[src/rtl/rl_pkg.sv]
package rl_pkg;
  typedef enum logic [2:0] {
    ST_IDLE,
    ST_HDR,
    ST_CONFIG,
    ST_TEST,
    ST_SKIP,
    ST_NEXT,
    ST_DONE,
    ST_ERROR
  } rl_state_e;

  typedef enum logic [1:0] {
    PH_NETS,
    PH_ALTS,
    PH_LENS
  } rl_phase_e;
endpackage

[src/rtl/rl_len_table.sv]
// Small length table for the candidates of the current net.
// Asynchronous read keeps it in distributed RAM.
module rl_len_table #(
  parameter int LEN_W = 8,
  parameter int DEPTH = 8,
  parameter int IDX_W = 3
) (
  input  logic             clk,
  input  logic             we,
  input  logic [IDX_W-1:0] waddr,
  input  logic [LEN_W-1:0] wdata,
  input  logic [IDX_W-1:0] raddr,
  output logic [LEN_W-1:0] rdata
);
  logic [LEN_W-1:0] mem [DEPTH];

  always_ff @(posedge clk) begin
    if (we) mem[waddr] <= wdata;
  end

  assign rdata = mem[raddr];
endmodule

[src/rtl/rl_cfg_out.sv]
// Output register stage for configuration writes.
module rl_cfg_out #(
  parameter int DATA_W = 16
) (
  input  logic              clk,
  input  logic              rst,
  input  logic              vld_i,
  input  logic [DATA_W-1:0] data_i,
  output logic              cfg_we_o,
  output logic [DATA_W-1:0] cfg_data_o
);
  always_ff @(posedge clk) begin
    if (rst) begin
      cfg_we_o   <= 1'b0;
      cfg_data_o <= '0;
    end else begin
      cfg_we_o <= vld_i;
      if (vld_i) cfg_data_o <= data_i;
    end
  end

  // a strobed word is the word that was valid one cycle earlier
  a_r3_data_follows: assert property (@(posedge clk) disable iff (rst)
    vld_i |=> (cfg_we_o && cfg_data_o == $past(data_i)));
endmodule

[src/rtl/rl_seq.sv]
module rl_seq
  import rl_pkg::*;
#(
  parameter int ADDR_W   = 10,
  parameter int NET_W    = 8,
  parameter int ALT_W    = 4,
  parameter int LEN_W    = 8,
  parameter int MAX_ALTS = 8,
  parameter int IDX_W    = 3
) (
  input  logic              clk,
  input  logic              rst,
  input  logic              start,
  input  logic [NET_W-1:0]  nets_fld,
  input  logic [ALT_W-1:0]  alts_fld,
  input  logic [LEN_W-1:0]  len_fld,
  input  logic              test_done,
  input  logic              test_pass,
  output logic              rd_en,
  output logic [ADDR_W-1:0] rd_addr,
  output logic              word_vld,
  output logic              test_start,
  output logic              busy,
  output logic              done,
  output logic              error,
  output logic [NET_W-1:0]  err_net,
  output logic              tbl_we,
  output logic [IDX_W-1:0]  tbl_waddr,
  output logic [LEN_W-1:0]  tbl_wdata,
  output logic [IDX_W-1:0]  tbl_raddr,
  input  logic [LEN_W-1:0]  tbl_rdata
);
  localparam logic [ALT_W-1:0] MAX_A = ALT_W'(MAX_ALTS);

  rl_state_e         state;
  rl_phase_e         phase;
  logic              vld;
  logic [ADDR_W-1:0] cur;
  logic [ADDR_W-1:0] total;
  logic [ADDR_W-1:0] next_net;
  logic [NET_W-1:0]  net_total;
  logic [NET_W-1:0]  net_idx;
  logic [ALT_W-1:0]  alt_cnt;
  logic [ALT_W-1:0]  alt_idx;
  logic [ALT_W-1:0]  len_idx;
  logic [LEN_W-1:0]  iss;

  assign word_vld  = vld && (state == ST_CONFIG);
  assign tbl_we    = vld && (state == ST_HDR) && (phase == PH_LENS);
  assign tbl_waddr = len_idx[IDX_W-1:0];
  assign tbl_wdata = len_fld;
  assign tbl_raddr = alt_idx[IDX_W-1:0];

  always_ff @(posedge clk) begin
    if (rst) begin
      state      <= ST_IDLE;
      phase      <= PH_NETS;
      vld        <= 1'b0;
      rd_en      <= 1'b0;
      rd_addr    <= '0;
      cur        <= '0;
      total      <= '0;
      next_net   <= '0;
      net_total  <= '0;
      net_idx    <= '0;
      alt_cnt    <= '0;
      alt_idx    <= '0;
      len_idx    <= '0;
      iss        <= '0;
      test_start <= 1'b0;
      busy       <= 1'b0;
      done       <= 1'b0;
      error      <= 1'b0;
      err_net    <= '0;
    end else begin
      vld        <= rd_en;
      rd_en      <= 1'b0;
      test_start <= 1'b0;
      case (state)
        ST_IDLE, ST_DONE, ST_ERROR: begin
          if (start) begin
            rd_en   <= 1'b1;
            rd_addr <= '0;
            cur     <= ADDR_W'(1);
            phase   <= PH_NETS;
            state   <= ST_HDR;
            busy    <= 1'b1;
            done    <= 1'b0;
            error   <= 1'b0;
            err_net <= '0;
          end
        end
        ST_HDR: begin
          if (vld) begin
            case (phase)
              PH_NETS: begin
                net_total <= nets_fld;
                net_idx   <= '0;
                if (nets_fld == '0) begin
                  state <= ST_DONE;
                  done  <= 1'b1;
                  busy  <= 1'b0;
                end else begin
                  rd_en   <= 1'b1;
                  rd_addr <= cur;
                  cur     <= cur + 1'b1;
                  phase   <= PH_ALTS;
                end
              end
              PH_ALTS: begin
                alt_cnt <= alts_fld;
                if (alts_fld == '0 || alts_fld > MAX_A) begin
                  state   <= ST_ERROR;
                  error   <= 1'b1;
                  err_net <= net_idx;
                  busy    <= 1'b0;
                end else begin
                  rd_en   <= 1'b1;
                  rd_addr <= cur;
                  cur     <= cur + 1'b1;
                  len_idx <= '0;
                  total   <= '0;
                  phase   <= PH_LENS;
                end
              end
              default: begin
                total <= total + ADDR_W'(len_fld);
                if (len_idx == alt_cnt - 1'b1) begin
                  next_net <= cur + total + ADDR_W'(len_fld);
                  alt_idx  <= '0;
                  iss      <= '0;
                  state    <= ST_CONFIG;
                end else begin
                  rd_en   <= 1'b1;
                  rd_addr <= cur;
                  cur     <= cur + 1'b1;
                  len_idx <= len_idx + 1'b1;
                end
              end
            endcase
          end
        end
        ST_CONFIG: begin
          if (iss != tbl_rdata) begin
            rd_en   <= 1'b1;
            rd_addr <= cur;
            cur     <= cur + 1'b1;
            iss     <= iss + 1'b1;
          end else if (!rd_en && !vld) begin
            test_start <= 1'b1;
            state      <= ST_TEST;
          end
        end
        ST_TEST: begin
          if (test_done) begin
            if (test_pass) begin
              state <= ST_SKIP;
            end else if (alt_idx == alt_cnt - 1'b1) begin
              state   <= ST_ERROR;
              error   <= 1'b1;
              err_net <= net_idx;
              busy    <= 1'b0;
            end else begin
              alt_idx <= alt_idx + 1'b1;
              iss     <= '0;
              state   <= ST_CONFIG;
            end
          end
        end
        ST_SKIP: begin
          cur     <= next_net;
          net_idx <= net_idx + 1'b1;
          state   <= ST_NEXT;
        end
        default: begin
          if (net_idx == net_total) begin
            state <= ST_DONE;
            done  <= 1'b1;
            busy  <= 1'b0;
          end else begin
            rd_en   <= 1'b1;
            rd_addr <= cur;
            cur     <= cur + 1'b1;
            phase   <= PH_ALTS;
            state   <= ST_HDR;
          end
        end
      endcase
    end
  end

  // the test request is a single-cycle pulse
  a_r4_start_pulse: assert property (@(posedge clk) disable iff (rst)
    test_start |=> !test_start);

  // no stream reads while a test result is pending
  a_r4_quiet_in_test: assert property (@(posedge clk) disable iff (rst)
    (state == ST_TEST) |-> !rd_en);

  // a skip only follows a passing result
  a_r5_skip_on_pass: assert property (@(posedge clk) disable iff (rst)
    (state == ST_SKIP) |-> $past(test_done && test_pass));

  // error holds, with no reads, until a new start
  a_r7_error_hold: assert property (@(posedge clk) disable iff (rst)
    (error && !start) |=> (error && !rd_en));

  // completion and error are exclusive
  a_r9_exclusive: assert property (@(posedge clk) disable iff (rst)
    !(done && error));
endmodule

[src/rtl/rl_route_loader.sv]
module rl_route_loader #(
  parameter int DATA_W   = 16,
  parameter int ADDR_W   = 10,
  parameter int NET_W    = 8,
  parameter int ALT_W    = 4,
  parameter int LEN_W    = 8,
  parameter int MAX_ALTS = 8
) (
  input  logic              clk,
  input  logic              rst,
  input  logic              start,
  output logic              rd_en,
  output logic [ADDR_W-1:0] rd_addr,
  input  logic [DATA_W-1:0] rd_data,
  output logic              cfg_we,
  output logic [DATA_W-1:0] cfg_data,
  output logic              test_start,
  input  logic              test_done,
  input  logic              test_pass,
  output logic              busy,
  output logic              done,
  output logic              error,
  output logic [NET_W-1:0]  err_net
);
  localparam int IDX_W = (MAX_ALTS > 1) ? $clog2(MAX_ALTS) : 1;

  logic              word_vld;
  logic              tbl_we;
  logic [IDX_W-1:0]  tbl_waddr;
  logic [IDX_W-1:0]  tbl_raddr;
  logic [LEN_W-1:0]  tbl_wdata;
  logic [LEN_W-1:0]  tbl_rdata;

  rl_seq #(
    .ADDR_W(ADDR_W), .NET_W(NET_W), .ALT_W(ALT_W),
    .LEN_W(LEN_W), .MAX_ALTS(MAX_ALTS), .IDX_W(IDX_W)
  ) u_seq (
    .clk(clk), .rst(rst), .start(start),
    .nets_fld(rd_data[NET_W-1:0]),
    .alts_fld(rd_data[ALT_W-1:0]),
    .len_fld(rd_data[LEN_W-1:0]),
    .test_done(test_done), .test_pass(test_pass),
    .rd_en(rd_en), .rd_addr(rd_addr), .word_vld(word_vld),
    .test_start(test_start), .busy(busy), .done(done),
    .error(error), .err_net(err_net),
    .tbl_we(tbl_we), .tbl_waddr(tbl_waddr), .tbl_wdata(tbl_wdata),
    .tbl_raddr(tbl_raddr), .tbl_rdata(tbl_rdata)
  );

  rl_len_table #(.LEN_W(LEN_W), .DEPTH(MAX_ALTS), .IDX_W(IDX_W)) u_tbl (
    .clk(clk), .we(tbl_we), .waddr(tbl_waddr), .wdata(tbl_wdata),
    .raddr(tbl_raddr), .rdata(tbl_rdata)
  );

  rl_cfg_out #(.DATA_W(DATA_W)) u_out (
    .clk(clk), .rst(rst), .vld_i(word_vld), .data_i(rd_data),
    .cfg_we_o(cfg_we), .cfg_data_o(cfg_data)
  );

  // a test request never coincides with a write
  a_r4_no_write_at_test: assert property (@(posedge clk) disable iff (rst)
    test_start |-> !cfg_we);

  // writes only happen during a load
  a_r3_write_while_busy: assert property (@(posedge clk) disable iff (rst)
    cfg_we |-> busy);

  // an idle-after-completion loader is not busy
  a_r1_done_not_busy: assert property (@(posedge clk) disable iff (rst)
    done |-> !busy);
endmodule

[config.mk]
export PLATFORM = sky130hd
export DESIGN_NAME = rl_route_loader
export DESIGN_NICKNAME = d
export VERILOG_FILES = /design/src/rtl/rl_pkg.sv /design/src/rtl/rl_len_table.sv /design/src/rtl/rl_cfg_out.sv /design/src/rtl/rl_seq.sv /design/src/rtl/rl_route_loader.sv
export SDC_FILE = /design/constraint.sdc
export NUM_CORES = 1
export LEC_CHECK = 0
export BUFFER_PORTS_ARGS = -buffer_cell sky130_fd_sc_hd__buf_2
export CORE_ASPECT_RATIO = 2
export CORE_UTILIZATION = 33
export CTS_BUF_LIST = sky130_fd_sc_hd__clkbuf_16
export DETAILED_ROUTE_END_ITERATION = 10
export PLACE_DENSITY = 0.48
export SYNTH_ARGS = -nofsm -noshare
export SYNTH_HDL_FRONTEND = slang
export SYNTH_SLANG_ARGS = --single-unit
[constraint.sdc]
create_clock -name clk -period 3.53 [get_ports clk]
set_input_delay 0.1765 -clock clk [delete_from_list [all_inputs] [get_ports clk]]
set_output_delay 0.1765 -clock clk [all_outputs]
set_load 0.005 [all_outputs]
Word level (Yosys, flattened, before mapping)
Memory sizes are Yosys's and may differ from the RTL's. A register that Yosys moved wholly into a read port is not among the register bits. Cells that the tools add are included.

Flip-flop bits (word level): 112. Bits in writable memories: 64. Output and inout bits: 40. Word-level logic and storage cells: 222. Memories kept: 1.

Add/sub/neg operators: 9. Order comparisons: 1. Eq/ne operators: 39. Mux-type cells: 106. Bitwise gates (word level): 7. Reduce and logical (&&, ||, !) cells: 38.

Memory list: u_tbl.mem (depth 8, bits a word 8, read ports 1, clocked after memory_dff 1, wr ports 1, line rl_len_table.sv:15) `logic [LEN_W-1:0] mem [DEPTH];`.

Operator list (number): 10-bit 2-to-1 mux (15); 8-bit 2-to-1 mux (16); 10-bit case mux with 2 select lines (3); 10-bit case mux with 5 select lines (1); 8-bit case mux with 3 select lines (2); 10-bit case mux with 4 select lines (1); 8-bit AND reduction (5); 3-bit 2-to-1 mux (13); 4-bit 2-to-1 mux (8); 2-bit inequality test, second input constant (15); 1-bit 2-to-1 mux (29); 10-bit by 8-bit adder with 10-bit output (2); 8-bit by 1-bit adder with 8-bit output, second input constant (2); 4-bit case mux with 2 select lines (2); 8-bit case mux with 2 select lines (1); 3-bit inequality test, second input constant (5); 3-bit case mux with 5 select lines (1); 7-bit AND reduction (2); 10-bit by 1-bit adder with 10-bit output, second input constant (1); 10-bit adder (1); 2-bit 2-to-1 mux (5); 10-bit AND reduction (1); 3-bit equality test, second input constant (3); 3-bit AND reduction (3); other kinds (37) (63).

Depth between registers and ports, before layout
Gate-level depths: netlist (run 1).

Depth after elaboration: 8. Depth in mapped cells: 14. Gate-level depth less buffers: 14.

Modules after synthesis
A second synthesis (run 1) with hierarchy kept.

Cells, all modules: 874. Area total of the unflattened synthesis: 9069.9 sq um.

Modules (own cells, without submodules): rl_seq (times used 1, cells each 714, area each 5930.7 sq um, sequential area each 1901.8 sq um); rl_len_table (times used 1, cells each 106, area each 2531.2 sq um, sequential area each 1921.8 sq um); rl_cfg_out (times used 1, cells each 54, area each 608.1 sq um, sequential area each 340.3 sq um).

Worst setup path before layout (run 1)
Ideal clock, no wire load.

Kind: register to register. From: register with a tool-made name. To: register u_seq.cur[5]. Setup time: 0.139 ns. Data arrival time: 2.663 ns. Setup slack: 0.728 ns. Cell stages (with the launch flop): 13. Path buffers: 4. Clock period less this slack: 2.802 ns. Cells stage by stage: dfxtp_1 > clkbuf_1 > buf_1 > mux4_2 > mux2i_1 > xor2_1 > nand3_1 > or4_4 > o21a_1 > buf_6 > buf_6 > nor2_1 > a211oi_2.

RTL lines: end signal, assigned (line rl_seq.sv:106) `cur <= cur + 1'b1;`; end signal, assigned (line rl_seq.sv:120) `cur <= cur + 1'b1;`; end signal, assigned (line rl_seq.sv:136) `cur <= cur + 1'b1;`; end, declared (line rl_seq.sv:38) `logic [ADDR_W-1:0] cur;`.

==> flow_summary.yaml, run 1 <==
clocking:
  cts_setup_buffers: 0
  h-tree-depth: 4
  cts_buffers: 17
  clkTransAtPathRegs_ps: 70
  clock-sinks: 179
  cts-root-buf: "clkbuf_16"
  cts_buffer_depth: 2
  insertion_delay_ps: 450
  tritoncts: "built"
drt:
  routed-wl-met2_mm: 14.4
  highest_layer: "met4"
  wl_met3_um: 436
  firstDrtPassIters: 5
  postRouteAntennaNets: 0
  wl_per_cell_um: 19.4
  wl_met1_mm: 8.29
  drt-initial-drc-count: 262
  vias_per_cell: 5.08
  vias: 6364
  drcViolationCount: 0
  routed_wl_mm: 24.3
worst_hold_path:
  hold_depth: 3
  min_from: "test_done"
  min_to: "u_seq.alt_idx[1]"
  holdCritPathClass: "primary input to flop"
sta:
  setup_viol: 0
  skew_ps: 21.8
  drv_slew: 0
  fin_crit_ps: 3120
  setup-tns-final_ps: 0
  final-hold-violation-count: 0
  rsz0062_at_grt: "false"
  min_period_over_period_pct: 88.4
  timing.fmax_mhz: 320
  tightestPinTransition_ps: 1140
  max-slew-margin-rel_pct: 23.7
die:
  rows: 83
  coreArea_um2: 25700
  die_h_um: 230
  initial_utilization_pct: 33.5
  die_area_um2: 26700
  die_w_um: 116
  io_pins: 61
pwr:
  power.internal_uw: 3940
  pwr-share-comb_pct: 25.6
  switching_share_pct: 33.2
  p_sw_uw: 1960
  powerDensity_nw_per_um2: 589
  p_leak_uw: 0.00381
  seqPwrFrac_pct: 41.2
  irDropWorstVdd_mv: 0.318
  clkPwrFrac_pct: 33.2
run_status:
  status: "completed"
setup_path:
  crit_fanout: 16
  r2r_slack_ps: 410
  rr_worst_depth: 9
  critPathArrivalTime_ps: 3430
  slowest_stage: "or4_4"
  criticalPathCategory: "flop to flop"
  worstPathCellList: "buf_12, mux4_2, mux2i_1, xor2_1, nand3_1, or4_4, o21a_1, mux2i_1, o21ai_0"
  setup.worst_path.start_class: "flop"
  required_ps: 3830
  cp-end-kind: "flop"
  critical_path.max_stage_delay_ps: 680
  reg2reg_to: "u_seq.cur[4]"
  crit_path_frequent_cell: "mux2i_1"
synthesis:
  syn_area_per_cell_um2: 10.4
  synthFlopType: "dfxtp_1"
  netlist_instances: 830
  ys_types: 57
  synth_edf_count: 64
  syn_area_um2: 8600
  synth_nets: 884
  yosysWarnings: 0
  synth-seq-cells: 179
  synthArstFlopShare_pct: 0
  seq_area_frac_synth_pct: 49.1
global_route:
  grt_remaining_overflow: 0
  grt_max_degree: 65
  grt_usage_pct: 19.3
  antenna_found_initial: 0
  grt_pass1_vias: 6550
  grt_pass1_wl_mm: 36.8
place:
  place.gp.congestion: 0.803
  dpl_cell_area_um2: 9330
  hpwl_mm: 17.7
  numPortBuffers: 60
final_layout:
  final_nets: 954
  area_growth_pct: 16.5
  drive_gt1_share_pct: 16.6
  fillers: 2597
  diodes: 0
  fin_util_pct: 39.1
  final_cell_area_um2: 10000
run:
  maxCapViolCount: 0
-- per-layer routing --
layer | global-route usage, % | vias up
met5 | 0 | -
met4 | 12.3 | 0
met3 | 3.35 | 44
met2 | 37.6 | 103
met1 | 17.5 | 3120
li1 | - | 3097
-- cell families after synthesis --
logic type	share of synthesized area, %
flip-flops	49.1
multiplexers	8.27
adder cells (fa/ha/maj)	5.68
XOR/XNOR	5.88
buffers and inverters	3.38
AND/OR/NAND/NOR	16.5
AO/OA/AOI/OAI	11.2
-- layout by cell type, fill, tap and decap left out, types with 4 or more instances in the layout --
master	n
xor2_1	29
nor2_1	93
o21ai_0	24
mux2i_1	35
nand2b_1	13
nor3_1	27
clkbuf_16	17
nor2b_1	11
buf_4	26
nand3b_1	10
xnor2_1	26
fa_1	10
nand3_1	18
or3_1	5
edfxtp_1	64
and4_1	4
a31oi_1	6
nand4_1	7
a21boi_0	4
inv_1	24
a21o_1	4
and2_1	5
ha_1	23
a21oi_1	67
dfxtp_1	115
nand2_1	72
a22oi_1	10
or2_2	7
buf_2	59
and3_1	8
inv_6	4
nor4_1	4
a211oi_2	6
mux4_2	16
dlygate4sd3_1	8
a22o_1	9
-- timing repair --
item,CTS,global route
endpoints found under the setup margin,0,0
hold endpoints to repair,8,0
gates resized for setup,0,0
hold buffers,8,0
-- worst max-delay path, delay by kind of cell (launching register included) --
family / cells / cell delay, ps
AO/OA/AOI/OAI: 2 / 540
multiplexers: 3 / 910
XOR/XNOR: 1 / 170
flip-flops: 1 / 360
AND/OR/NAND/NOR: 2 / 810
buffers and inverters: 1 / 190
-- cell usage after synthesis (2+ instances only) --
master    count  area (um2)
nand4_1       7        43.8
a211oi_2      6        75.1
o21ai_0      24         120
a21oi_1      67         335
nand3_1      18        90.1
nor4b_1       3        26.3
fa_1         10         200
inv_1        24        90.1
a22oi_1      10        75.1
buf_1         3        11.3
a211oi_1      2        15.0
dfxtp_1     115        2300
a31oi_1       6        37.5
nor2_1       93         349
xnor2_1      26         228
o41ai_1       2        17.5
mux4_2       16         360
nor2b_1      11        68.8
buf_6         5        56.3
and3_1        8        50.1
mux2i_1      35         350
nand3b_1     10        75.1
nor3_1       27         135
and2_1        5        31.3
nor4_1        4        25.0
a22o_1        9        78.8
a21boi_0      4        30.0
or2_2         7        43.8
nor3b_1       2        15.0
o22ai_1       3        18.8
and4_1        4        35.0
nand2_1      72         270
xor2_1       29         254
a21o_1        4        30.0
ha_1         23         288
nand2b_1     13        81.3
o211ai_1      3        22.5
or3_1         5        31.3
edfxtp_1     64        1920
clkbuf_1     34         128
-- power groups by stage --
stage                     Clock, uW  Sequential (uW)  Combinational [uW]
after floorplan                   0             2380                1150
after global placement            0             2480                1510
after detailed placement          0             2480                1520
after CTS                      2020             2430                1530
after global routing           2090             2450                1680
final                          1960             2430                1510
-- flip-flops by register name, indices dropped and copies added (netlist names), 4 cells and up, named ones only --
register,flops
u_seq.len_idx,4
u_seq.iss,8
u_seq.alt_idx,4
u_seq.cur,10
u_out.cfg_data_o,16
u_seq.next_net,10
u_seq.net_total,8
u_seq.total,10
u_tbl.mem,64
u_seq.err_net,8
u_seq.rd_addr,10
u_seq.alt_cnt,4
u_seq.net_idx,8
-- area by class of cell --
class	count	area (um2)	area share (%)
flip-flops and latches	179	4220	42.2
multi-input cells	584	4080	40.8
clock buffers	17	425	4.25
clock inverters	15	179	1.79
repair buffers	94	591	5.89
well taps	340	425	4.25
inverters	24	90.1	0.899
-- how the worst max path moves through the flow --
stage	slack [ps]	end	depth (start not counted)	start
2_1_floorplan	730	u_seq.cur[5]	12	flop
3_3_place_gp	400	u_seq.cur[8]	9	flop
3_5_place_dp	390	u_seq.cur[4]	9	flop
4_1_cts	370	u_seq.cur[4]	9	flop
5_1_grt	200	u_seq.cur[4]	9	flop
6_report	410	u_seq.cur[4]	9	flop
-- per-stage QoR --
| step | power [uW] | setup slack [ps] | hold slack, ps | cells |
|---|---|---|---|---|
| final | 5900 | 408 | 61.0 | 1253 |
| after global routing | 6220 | 203 | 79.6 | 1253 |
| after CTS | 5990 | 373 | 32.7 | 1253 |
| after detailed placement | 4000 | 385 | 425 | 1213 |
| after global placement | 4000 | 403 | 419 | 1213 |
| after floorplan | 3530 | 728 | 275 | 830 |
Power figures use the tool's default switching activity.
==> run 2, diff against run 1 <==
--- a/config.mk
+++ b/config.mk
@@ -7,6 +7,7 @@
 export LEC_CHECK = 0
 export BUFFER_PORTS_ARGS = -buffer_cell sky130_fd_sc_hd__buf_2
 export CORE_ASPECT_RATIO = 2
+export CORE_MARGIN = 4
 export CORE_UTILIZATION = 33
 export CTS_BUF_LIST = sky130_fd_sc_hd__clkbuf_16
 export DETAILED_ROUTE_END_ITERATION = 10
==> run 2 against run 1 <==
  * Clock skew down 13 ps
  * Register-to-register slack better by 60 ps
  * Power up 2.0%
  * Core utilization up 0.29 points
  * Clock power up 5%
  * Fmax up 2.1%
  * Sequential power about the same
  * First-iteration DRC count up 25%
  * Worst hold slack better by 53 ps
==> flow_summary.yaml, run 2 (synthesis results as in run 1) <==
run_status:
  status: "completed"
clocking:
  insertion_delay_ps: 440
  clock-sinks: 179
  h-tree-depth: 4
  cts_buffers: 17
  tritoncts: "built"
  clkTransAtPathRegs_ps: 70
  cts-root-buf: "clkbuf_16"
  ctsResizeCount: 0
  cts_buffer_depth: 2
  cts_setup_buffers: 0
  ctsHoldBuffers: 8
setup_path:
  setup.worst_path.start_class: "flop"
  slowest_stage: "or4_4"
  crit_family: "multiplexers"
  critical_path.max_stage_delay_ps: 620
  worstPathCellList: "buf_12, mux4_2, mux2i_1, xor2_1, nand3_1, or4_4, o21a_1, mux2i_1, o21ai_0"
  required_ps: 3820
  criticalPathCategory: "flop to flop"
  critPathArrivalTime_ps: 3350
  crit_fanout: 16
  crit_path_frequent_cell: "mux2i_1"
  cp-end-kind: "flop"
  critPathBufInv: 1
sta:
  min_period_over_period_pct: 86.6
  fin_ws_ps: 472
  timing.fmax_mhz: 327
  skew_ps: 8.34
  tightestPinTransition_ps: 1140
  final-hold-violation-count: 0
  whs_ps: 114
  setup-tns-final_ps: 0
  setup_viol: 0
  rsz0062_at_grt: "false"
  drv_slew: 0
  max-slew-margin-rel_pct: 23.9
  fin_crit_ps: 3060
global_route:
  grt_usage_pct: 17.6
  grt_pass1_wl_mm: 37.6
  grt_max_degree: 57
  antenna_found_initial: 0
  grt_pass1_vias: 6594
  grt_remaining_overflow: 0
final_layout:
  final_cell_mix: "115 x dfxtp_1, 93 x nor2_1, 72 x nand2_1"
  seq_area_um2: 4220
  drive_gt1_share_pct: 17.3
  final_common_cell: "dfxtp_1"
  largest_register_ffs: 64
  final_nets: 960
  reg_top3: "u_tbl.mem (64), u_out.cfg_data_o (16)"
  multi_input_area_um2: 4080
  area_growth_pct: 17.4
  diodes: 0
  fillers: 2605
  final_cell_area_um2: 10100
  largest-register: "u_tbl.mem"
pwr:
  finalPower_uw: 6020
  irDropWorstVdd_mv: 0.266
  powerDensity_nw_per_um2: 597
  p_leak_uw: 0.00386
die:
  initial_utilization_pct: 33.5
  die_w_um: 122
  die_h_um: 236
  coreArea_um2: 25700
  die_area_um2: 28900
  rows: 83
  io_pins: 61
drt:
  vias: 6358
  drcViolationCount: 0
  routed-wl-met2_mm: 14.3
  firstDrtPassIters: 4
  routed_wl_mm: 24.3
  wl_met3_um: 527
  highest_layer: "met4"
  vias_per_cell: 5.05
  postRouteAntennaNets: 0
  wl_met1_mm: 8.29
  drt-initial-drc-count: 328
  wl_per_cell_um: 19.3
place:
  place_ws_ps: 470
  hpwl_mm: 18.1
  numPortBuffers: 60
  dpl_cell_area_um2: 9380
  place.gp.congestion: 0.847
worst_hold_path:
  holdCritPathClass: "primary input to flop"
run:
  maxCapViolCount: 0
run 2: tightest hold or removal path, cell delays in order:
cell and delay, ps:
buf_2 130, nand3_1 70, a21oi_1 110
run 2: routing by layer:
metal,vias to the layer above,GRT usage [%]
li1,3113,-
met1,3096,16.6
met2,102,34.6
met3,47,2.95
met4,0,9.52
met5,-,0
run 2: metrics by stage:
stage | cells | util [%]
floorplan | 830 | -
global placement | 1219 | 36.6
detailed placement | 1219 | 36.6
CTS | 1259 | 39.3
global route | 1259 | 39.3
finish | 1259 | 39.3
run 2: worst paths after layout:
check / startpoint / to / slack [ps] / cells past startpoint
worst min register to register: u_seq.rd_addr[1] / u_seq.rd_addr[1] / 450 / 2
worst max-delay path: flop / u_seq.cur[4] / 470 / 9
worst min-delay path: test_done / u_seq.alt_idx[1] / 110 / 3
worst max register to register: flop / u_seq.cur[4] / 470 / 9
run 2: report_power, final:
| group | total, uW | switching, uW | leakage [uW] | internal [uW] |
|---|---|---|---|---|
| registers | 2410 | 172 | 0.00150 | 2240 |
| logic | 1550 | 950 | 0.00205 | 604 |
| clock network | 2050 | 901 | 0.000309 | 1150 |
run 2: area by class of cell:
class,count,share of cell area [%]
clock buffer,17,4.21
clock inverter,15,2.07
inverter,24,0.893
multi-input combinational,584,40.5
sequential,179,41.8
tap,340,4.21
timing repair buffer,100,6.30
==> run 3, diff against run 2 <==
--- a/config.mk
+++ b/config.mk
@@ -12,6 +12,8 @@
 export CTS_BUF_LIST = sky130_fd_sc_hd__clkbuf_16
 export DETAILED_ROUTE_END_ITERATION = 10
 export PLACE_DENSITY = 0.48
+export REMOVE_ABC_BUFFERS = 1
+export SLEW_MARGIN = 40
 export SYNTH_ARGS = -nofsm -noshare
 export SYNTH_HDL_FRONTEND = slang
 export SYNTH_SLANG_ARGS = --single-unit
==> run 3 against run 2 <==
  * Register-to-register slack worse by 80 ps
  * Sequential share of layout area is 0.51 points higher
  * Critical endpoint is now u_seq.cur[9]
  * Fmax is 2.6% lower
  * Highest routed layer unchanged
  * Global-route usage is 0.12 points lower
  * Final cell count is 0.40% lower
  * Critical path type unchanged
==> flow_summary.yaml, run 3 (synthesis results as in run 1) <==
run_status:
  status: "completed"
sta:
  tightestPinTransition_ps: 781
  skew_ps: 7.77
  setup-tns-final_ps: 0
  timing.fmax_mhz: 318
  setup_viol: 0
  max-slew-margin-rel_pct: 47.9
  fin_crit_ps: 3140
  rsz0062_at_grt: "false"
  final-hold-violation-count: 0
  min_period_over_period_pct: 89.0
  drv_slew: 0
  fin_ws_ps: 390
global_route:
  grt_max_degree: 53
  antenna_found_initial: 0
  grt_remaining_overflow: 0
  grt_pass1_wl_mm: 37.6
  grt_pass1_vias: 6501
  grt_usage_pct: 17.5
die:
  initial_utilization_pct: 33.5
  rows: 83
  die_h_um: 236
  coreArea_um2: 25700
  die_area_um2: 28900
  io_pins: 61
  die_w_um: 122
clocking:
  ctsResizeCount: 0
  clkTransAtPathRegs_ps: 70
  cts_buffer_depth: 2
  clock-sinks: 179
  h-tree-depth: 4
  insertion_delay_ps: 430
  tritoncts: "built"
  cts-root-buf: "clkbuf_16"
  cts_buffers: 17
setup_path:
  criticalPathCategory: "flop to flop"
  critical_path.max_stage_delay_ps: 550
  critPathArrivalTime_ps: 3430
  worstPathCellList: "buf_12, mux4_2, mux2i_1, xor2_1, nand3_1, or4_4, o21a_1, mux2i_1, o21ai_0"
  setup.worst_path.start_class: "flop"
  crit_fanout: 16
  slowest_stage: "mux4_2"
  r2r_slack_ps: 390
  cp-end-kind: "flop"
  crit_path_frequent_cell: "mux2i_1"
  required_ps: 3820
drt:
  firstDrtPassIters: 4
  postRouteAntennaNets: 0
  routed_wl_mm: 24.3
  drt-initial-drc-count: 333
  vias_per_cell: 5.03
  wl_per_cell_um: 19.4
  drcViolationCount: 0
  vias: 6311
worst_hold_path:
  holdCritPathClass: "primary input to flop"
final_layout:
  drive_gt1_share_pct: 16.5
  final_common_cell: "dfxtp_1"
  diodes: 0
  seq_area_um2: 4220
  final_cell_mix: "115 x dfxtp_1, 93 x nor2_1, 72 x nand2_1"
  area_growth_pct: 16.0
  reg_top3: "u_tbl.mem (64), u_out.cfg_data_o (16)"
  fillers: 2625
  fin_util_pct: 38.9
  final_nets: 956
  largest-register: "u_tbl.mem"
  largest_register_ffs: 64
  multi_input_area_um2: 4080
place:
  numPortBuffers: 60
  hpwl_mm: 17.9
  place.gp.congestion: 0.839
  place_ws_ps: 332
pwr:
  irDropWorstVdd_mv: 0.313
  powerDensity_nw_per_um2: 576
  p_leak_uw: 0.00380
run:
  maxCapViolCount: 0
## run 3: cell types whose count changed in the layout (fill, tap and decap cells not counted)
cell and delta:
inv_1 +3, clkinv_8 -1, clkinvlp_4 +2, clkinv_2 +2, bufinv_16 -2, clkinv_4 +2, buf_4 -4, inv_6 -4
inv_8 -3
## run 3: worst paths after layout
path | start | depth (start not counted) | to
min | test_done | 3 | flop
min reg2reg | u_seq.error | 1 | u_seq.error
max reg2reg | flop | 9 | u_seq.cur[9]
max | flop | 9 | u_seq.cur[9]
## run 3: power breakdown
| group | total [uW] | leakage (uW) | internal, uW | switching, uW |
|---|---|---|---|---|
| Clock | 1780 | 0.000270 | 965 | 819 |
| Combinational | 1490 | 0.00203 | 591 | 896 |
| Sequential | 2470 | 0.00150 | 2240 | 228 |
| Total | 5740 | 0.00380 | 3800 | 1940 |
## run 3: metal layers
metal	vias up	global-route usage, %	routed length (um)
met2	106	35.4	14600
met4	0	6.63	728
met5	-	0	0
met3	38	2.42	547
li1	3097	-	-
met1	3070	17.2	8410
## run 3: cell type report
class / count / area share [%]
sequential: 179 / 42.4
multi-input combinational: 584 / 41.0
timing repair buffer: 96 / 6.07
clock buffer: 17 / 4.27
tap: 340 / 4.27
clock inverter: 14 / 1.18
inverter: 24 / 0.903
## run 3: critical path: cells and delay by family, from the launching register on
family	cells	cell delay, ps
xor+xnor	1	290
simple gates	2	640
compound gates	2	530
flops	1	360
mux	3	970
buf+inv	1	190
## run 3: stage by stage
| step | hold slack, ps | instances | power [uW] | cell area (um2) |
|---|---|---|---|---|
| global placement | 419 | 1215 | 4000 | 9350 |
| floorplan | 241 | 787 | 3420 | 8400 |
| finish | 76.3 | 1254 | 5740 | 9970 |
| detailed placement | 425 | 1215 | 4000 | 9350 |
| CTS | 53.2 | 1254 | 5810 | 9970 |
| global route | 77.3 | 1254 | 6050 | 9970 |
## run 3: repair_timing
item                      in CTS  in global routing
setup buffers                  0                  0
hold buffers                   8                  0
hold endpoints to repair       8                  0
